### config.mk
export PLATFORM = sky130hd
export DESIGN_NAME = cmdif_top
export DESIGN_NICKNAME = d
export VERILOG_FILES = /design/src/rtl/cmdif_pkg.sv /design/src/rtl/cmdif_sync.sv /design/src/rtl/cmdif_ctrl.sv /design/src/rtl/cmdif_decode.sv /design/src/rtl/cmdif_top.sv
export SDC_FILE = /design/constraint.sdc
export NUM_CORES = 1
export LEC_CHECK = 0
export BUFFER_PORTS_ARGS = -buffer_cell sky130_fd_sc_hd__buf_2
export CAP_MARGIN = 25
export CORE_ASPECT_RATIO = 0.8
export CORE_MARGIN = 3
export CORE_UTILIZATION = 54
export CTS_BUF_LIST = sky130_fd_sc_hd__clkbuf_4
export DETAILED_ROUTE_END_ITERATION = 16
export PLACE_DENSITY = 0.81
export SYNTH_ARGS = -nofsm -noshare
export SYNTH_HDL_FRONTEND = slang
export SYNTH_SLANG_ARGS = --single-unit
### constraint.sdc
create_clock -name clk -period 2.2 [get_ports clk]
set_input_delay 0.33 -clock clk [delete_from_list [all_inputs] [get_ports clk]]
set_output_delay 0.33 -clock clk [all_outputs]
set_load 0.01 [all_outputs]
### src/rtl/cmdif_pkg.sv
package cmdif_pkg;

    localparam int NUM_OUT  = 5;
    localparam int NUM_HB   = 4;
    localparam int DRV_BITS = 3;
    localparam int DATA_W   = 4;

    typedef enum logic [DRV_BITS-1:0] {
        DRV_HIZ     = 3'd0,
        DRV_SRC     = 3'd1,
        DRV_SNK     = 3'd2,
        DRV_SRC_140 = 3'd3,
        DRV_SNK_140 = 3'd4,
        DRV_SRC_10  = 3'd5,
        DRV_SNK_10  = 3'd6
    } drive_e;

    typedef drive_e [NUM_OUT-1:0] drv_vec_t;

    typedef struct packed {
        logic              mode;
        logic [DATA_W-1:0] data;
    } cmd_t;

    localparam logic [DATA_W-1:0] CODE_MOTOR_FIRST = 4'd1;
    localparam logic [DATA_W-1:0] CODE_MOTOR_LAST  = 4'd6;
    localparam logic [DATA_W-1:0] CODE_BRAKE       = 4'd7;
    localparam logic [DATA_W-1:0] CODE_HIGHSIDE    = 4'd8;
    localparam logic [2:0]        TST_OUT4_SRC     = 3'b010;
    localparam logic [2:0]        TST_OUT4_SNK     = 3'b001;
    localparam logic [2:0]        TST_ALL          = 3'b110;

    function automatic drv_vec_t decode_cmd(cmd_t c);
        drv_vec_t         v;
        logic [DATA_W-1:0] k;
        for (int i = 0; i < NUM_OUT; i++) v[i] = DRV_HIZ;
        k = c.data - CODE_MOTOR_FIRST;
        if (!c.mode) begin
            if (c.data >= CODE_MOTOR_FIRST && c.data <= CODE_MOTOR_LAST) begin
                // pair index in k[3:1], direction in k[0]
                v[k[3:1]]  = k[0] ? DRV_SNK : DRV_SRC;
                v[NUM_HB-1] = k[0] ? DRV_SRC : DRV_SNK;
            end else if (c.data == CODE_BRAKE) begin
                for (int i = 0; i < NUM_HB; i++) v[i] = DRV_SNK;
            end else if (c.data == CODE_HIGHSIDE) begin
                v[NUM_OUT-1] = DRV_SRC;
            end
        end else begin
            case (c.data[2:0])
                TST_OUT4_SRC: v[NUM_HB-1] = DRV_SRC_140;
                TST_OUT4_SNK: v[NUM_HB-1] = DRV_SNK_140;
                TST_ALL: begin
                    for (int i = 0; i < NUM_HB-1; i++) v[i] = DRV_SNK_10;
                    v[NUM_HB-1]  = DRV_SRC_140;
                    v[NUM_OUT-1] = DRV_SRC_10;
                end
                default: ;
            endcase
        end
        return v;
    endfunction

endpackage

### src/rtl/cmdif_sync.sv
module cmdif_sync #(
    parameter int             W       = 1,
    parameter logic [W-1:0]   RST_VAL = '0
) (
    input  logic         clk,
    input  logic         rst,
    input  logic [W-1:0] async_i,
    output logic [W-1:0] sync_o
);
    logic [W-1:0] meta_q;
    logic [W-1:0] sync_q;

    always_ff @(posedge clk) begin
        if (rst) begin
            meta_q <= RST_VAL;
            sync_q <= RST_VAL;
        end else begin
            meta_q <= async_i;
            sync_q <= meta_q;
        end
    end

    assign sync_o = sync_q;
endmodule

### src/rtl/cmdif_ctrl.sv
module cmdif_ctrl
    import cmdif_pkg::*;
#(
    parameter int TIMEOUT_CYC = 25
) (
    input  logic              clk,
    input  logic              rst,
    input  logic              csn_s,
    input  logic              rwn_s,
    input  logic              mode_s,
    input  logic [DATA_W-1:0] d_s,
    output cmd_t              cmd_o,
    output logic              standby_o,
    output logic              timeout_o
);
    localparam int CW = $clog2(TIMEOUT_CYC + 1);

    logic          cs_q;
    logic [CW-1:0] cnt_q;
    cmd_t          cmd_q;
    logic          stby_q;
    logic          sel, rise, fall, expired, idle_word;

    assign sel       = ~csn_s;
    assign rise      = ~cs_q & csn_s;
    assign fall      = cs_q & ~csn_s;
    assign expired   = (cnt_q == CW'(TIMEOUT_CYC));
    assign idle_word = ~rwn_s & ~mode_s & (d_s == '0);

    always_ff @(posedge clk) begin
        if (rst) begin
            cs_q   <= 1'b1;
            cnt_q  <= '0;
            cmd_q  <= '0;
            stby_q <= 1'b0;
        end else begin
            cs_q <= csn_s;
            if (csn_s)         cnt_q <= '0;
            else if (!expired) cnt_q <= cnt_q + CW'(1);

            if (expired) begin
                cmd_q  <= '0;
                stby_q <= 1'b1;
            end else begin
                if (fall) stby_q <= 1'b0;
                if (sel && !rwn_s) begin
                    cmd_q <= '{mode: mode_s, data: d_s};
                end else if (rise && idle_word) begin
                    cmd_q  <= '0;
                    stby_q <= 1'b1;
                end
            end
        end
    end

    assign cmd_o     = cmd_q;
    assign standby_o = stby_q;
    assign timeout_o = expired;


    timeout_clear_chk: assert property (@(posedge clk) disable iff (rst)
        expired |=> (cmd_q == '0 && stby_q));


    cnt_bound_chk: assert property (@(posedge clk) disable iff (rst)
        cnt_q <= CW'(TIMEOUT_CYC));


    read_hold_chk: assert property (@(posedge clk) disable iff (rst)
        ($past(sel) && $past(rwn_s) && !$past(expired)) |-> $stable(cmd_q));


    standby_entry_chk: assert property (@(posedge clk) disable iff (rst)
        (rise && idle_word) |=> (stby_q && cmd_q == '0));
endmodule

### src/rtl/cmdif_decode.sv
module cmdif_decode
    import cmdif_pkg::*;
(
    input  cmd_t     cmd_i,
    input  logic     standby_i,
    output drv_vec_t drv_o
);
    drv_vec_t raw;

    always_comb begin
        raw = decode_cmd(cmd_i);
        if (standby_i) begin
            for (int i = 0; i < NUM_OUT; i++) raw[i] = DRV_HIZ;
        end
    end

    assign drv_o = raw;
endmodule

### src/rtl/cmdif_top.sv
module cmdif_top
    import cmdif_pkg::*;
#(
    parameter int TIMEOUT_CYC = 25
) (
    input  logic                          clk,
    input  logic                          rst,
    input  logic                          csn_i,
    input  logic                          rwn_i,
    input  logic                          mode_i,
    input  logic [DATA_W-1:0]             d_i,
    input  logic [DATA_W-1:0]             diag_i,
    output logic [DATA_W-1:0]             d_o,
    output logic                          d_oe_o,
    output logic [NUM_OUT*DRV_BITS-1:0]   drv_o,
    output logic                          standby_o
);
    localparam int BUS_W = DATA_W + 3;
    localparam logic [BUS_W-1:0] BUS_IDLE = {1'b1, {(BUS_W-1){1'b0}}};

    logic [BUS_W-1:0] bus_s;
    logic             csn_s, rwn_s, mode_s;
    logic [DATA_W-1:0] d_s;
    cmd_t             cmd;
    logic             stby, expired;
    drv_vec_t         drv;

    cmdif_sync #(.W(BUS_W), .RST_VAL(BUS_IDLE)) i_sync (
        .clk     (clk),
        .rst     (rst),
        .async_i ({csn_i, rwn_i, mode_i, d_i}),
        .sync_o  (bus_s)
    );

    assign {csn_s, rwn_s, mode_s, d_s} = bus_s;

    cmdif_ctrl #(.TIMEOUT_CYC(TIMEOUT_CYC)) i_ctrl (
        .clk       (clk),
        .rst       (rst),
        .csn_s     (csn_s),
        .rwn_s     (rwn_s),
        .mode_s    (mode_s),
        .d_s       (d_s),
        .cmd_o     (cmd),
        .standby_o (stby),
        .timeout_o (expired)
    );

    cmdif_decode i_decode (
        .cmd_i     (cmd),
        .standby_i (stby),
        .drv_o     (drv)
    );

    assign drv_o     = drv;
    assign standby_o = stby;
    assign d_o       = diag_i;
    assign d_oe_o    = ~csn_s & rwn_s & ~expired;


    hs_interlock_chk: assert property (@(posedge clk) disable iff (rst)
        (drv[NUM_OUT-1] == DRV_SRC) |->
            (drv[0] == DRV_HIZ && drv[1] == DRV_HIZ && drv[2] == DRV_HIZ && drv[3] == DRV_HIZ));


    one_motor_chk: assert property (@(posedge clk) disable iff (rst)
        (drv[NUM_HB-1] == DRV_SRC) |->
            $countones({drv[0] == DRV_SNK, drv[1] == DRV_SNK, drv[2] == DRV_SNK}) == 1);


    bus_turn_chk: assert property (@(posedge clk) disable iff (rst)
        d_oe_o |-> (!$past(csn_i, 2) && $past(rwn_i, 2)));


    standby_hiz_chk: assert property (@(posedge clk) disable iff (rst)
        standby_o |-> (drv_o == '0));
endmodule

==> run_results.csv <==
group,metric,value,unit
cells_and_area,final_cell_mix,"25 x buf_2, 23 x dfxtp_1, 19 x nor2_1, 13 x nor2b_1, 11 x nand2_1",
synth,avgSynthCellArea,8.983,um2
min_path,hold_path_end,"i_sync.meta_q[6]",
timing,finalCriticalPeriod,2.264,ns
power_and_ir_drop,internal-power,698.2,uW
timing,fin_skew,0.002280,ns
worst_setup_path,ff2ff_setup_slack,0.80,ns
outcome,violations,"setup timing",
worst_setup_path,regToRegStartpoint,"i_ctrl.cnt_q[0]",
detailed_routing,first_pass_iters,4,
placement,dp_hpwl,1810,um
job,drv_cap,0,
detailed_routing,vias,1058,
global_route,overflow,0,
synth,synth_area_leaders,"dfxtp_1 40%, ha_1 6.7%, nor2b_1 6.7%, nor2_1 5.5%, buf_4 4.6%",
clock_network,clk_pin_slew,0.13,ns
clock_network,clock_path_buffers,2,
timing,maxSlewViolCount,0,
clock_network,clock_sinks,26,
cells_and_area,nNetsFinal,191,
cells_and_area,num_antenna_cells,0,
cells_and_area,syn_to_final_growth,21.71,%
min_path,min_from,"csn_i",
worst_setup_path,r2r_cells,4,
placement,portBuffers,25,
power_and_ir_drop,combPwrFrac,6.6,%
placement,post_dp_cell_area,1385,um2
floorplanning,fp.dieH,49.93,um
clock_network,clock-root-buffer,"clkbuf_4",
global_route,grt_pass1_wl,4402,um
clock_network,cts_tree,"done",
global_route,grt_max_degree,18,
power_and_ir_drop,vdd_drop_max,0.0004692,V
detailed_routing,routed_wl,2705,um
worst_setup_path,cp_max_fo,5,
clock_network,clkLatencyLatePin,0.31,ns
power_and_ir_drop,switching_power,170.7,uW
worst_setup_path,required,1.87,ns
detailed_routing,postRouteAntennaNets,0,
power_and_ir_drop,sw_frac_of_total,19.64,%
worst_setup_path,critPathLaunchType,"register",
synth,synth_cells,145,
clock_network,htreeDepth,1,
synth,async_flop_share,0,%
power_and_ir_drop,p_clk_share,36.6,%
placement,preCtsSetupSlack,0.09464,ns
clock_network,cts_inserted_buffers,3,
worst_setup_path,critPathKind,"register to primary output",
synth,ys_seq_area_share,39.96,%
timing,rsz0062_at_grt,"yes",
synth,syn-cell-area,1302,um2
synth,ys_seq_elements,26,
synth,yosys.cell_types.count,37,
worst_setup_path,end_kind,"primary output",
power_and_ir_drop,power_density,548.1,nW/um2
placement,routabilityCongestion,0.8675,
timing,setup_slack,-0.06402,ns
synth,yosys.area.top_type_share,39.96,%
timing,max_freq,0.4417,GHz
floorplanning,initial_utilization,58.81,%
synth,synth_edf_count,0,
synth,syn_nets,165,
timing,fin_crit_sh,102.9,%
cells_and_area,drive_above_1_share,34.71,%
timing,finalHoldViolCount,0,
clock_network,cts_hold_buf,0,
global_route,first_global_vias,1036,
detailed_routing,drtIter0Drc,43,
floorplanning,core,2215,um2
synth,ys_warn_count,0,
timing,setup_violations,5,
outcome,status,"finished, violations left",
timing,slew_headroom,70.37,%
floorplanning,boundaryPins,34,
floorplanning,die_x,60.91,um
power_and_ir_drop,seq_power_share,56.8,%
detailed_routing,drc,0,
timing,finalSetupTns,-0.1119,ns
global_route,grt_antenna_before_repair,0,
cells_and_area,final_area,1585,um2
worst_setup_path,cp.arrival,1.93,ns
min_path,hold_depth,2,
worst_setup_path,r2r-end,"i_ctrl.cmd_o[2]",
cells_and_area,final_common_cell,"buf_2",
synth,yosys.area.top_type,"dfxtp_1",
timing,worst_pin_slew,0.4429,ns
detailed_routing,routed_via_density,5.426,
detailed_routing,routedWlPerCell,13.87,um
global_route,grt_util_all_layers,18.98,%
timing,hold_ws,0.1832,ns
power_and_ir_drop,p_leak,0.7212,nW
floorplanning,rows,15,
floorplanning,die_area,3041,um2
min_path,min_path_type,"input port to register",
synth,synth_ff_type,"dfxtp_1",
-- metrics by stage --
stage               cells  total power, mW  utilization (%)
floorplan             145           0.5442                -
finish                195           0.8689            71.58
detailed placement    183           0.5537            62.54
global placement      183           0.5514            62.54
CTS                   194           0.8727            69.94
global route          195           0.9033            71.58
-- synthesized netlist by cell type, types with 4 or more instances --
cell and number:
dfxtp_1 26, buf_4 8, nor2_1 19, nand2_1 11, inv_1 6, or2_2 4
nor2b_1 14, ha_1 7
-- per-layer routing --
metal	vias up	GRT usage, %	part of all wire (%)
met5	-	0	0
met4	0	6.498	1.2
met3	4	4.450	5.7
met2	40	30.96	50
met1	480	24.15	44
li1	534	-	-
-- flip-flops by register name (all words and copies together), names as in the netlist --
name / count
i_ctrl.cs_q: 1
i_ctrl.cmd_o: 5
i_ctrl.cnt_q: 5
i_sync.meta_q: 7
i_sync.sync_o: 7
i_ctrl.standby_o: 1
-- how the worst max path moves through the flow --
stage,from,endpoint,depth (start not counted)
3_3_place_gp,i_ctrl.cmd_o[1],drv_o[10],7
3_5_place_dp,i_ctrl.cmd_o[1],drv_o[3],7
5_1_grt,i_ctrl.cmd_o[1],drv_o[3],7
4_1_cts,i_ctrl.cmd_o[1],drv_o[3],7
6_report,i_ctrl.cmd_o[1],drv_o[3],7
2_1_floorplan,i_ctrl.cmd_o[0],drv_o[10],6
-- kinds of logic after synthesis --
family                     Yosys count  synth area share (%)
buffers and inverters               19                 7.973
AOI/OAI and AO/OA                   20                 12.20
and+or+nand+nor                     67                 29.11
DFF                                 26                 39.96
xor gates and xnor gates             6                 4.035
adders and majority gates            7                 6.724
-- area by class of cell --
type | instances | area, um2
clock buffers | 3 | 22.52
well taps | 25 | 31.28
flip-flops and latches | 26 | 526.8
fillers | 173 | 629.4
repair buffers | 34 | 200.2
multi-input cells | 100 | 744.5
clock inverters | 1 | 30.03
inverters | 6 | 30.03
-- power by group through the flow --
stage                     combinational (mW)  sequential (mW)  clock (mW)
after global placement                0.0478            0.504           0
after CTS                             0.0546            0.493       0.325
after floorplan                       0.0433            0.501           0
after global routing                  0.0640            0.496       0.344
final                                 0.0574            0.494       0.318
after detailed placement              0.0498            0.504           0
-- worst max-delay path: stages (launching register included) --
cell and delay, ns:
dfxtp_4 0.41, inv_6 0.05, ha_4 0.16, nor3b_4 0.15, a211oi_4 0.28, and3_4 0.24, nor3b_2 0.16, buf_2 0.16
-- repair_timing --
item	in CTS	in global routing
resized for setup	17	6
hold endpoints to repair	0	0
setup endpoints to repair	9	9
setup buffers	7	2
pin swaps	3	7
Power figures use the tool's default switching activity.
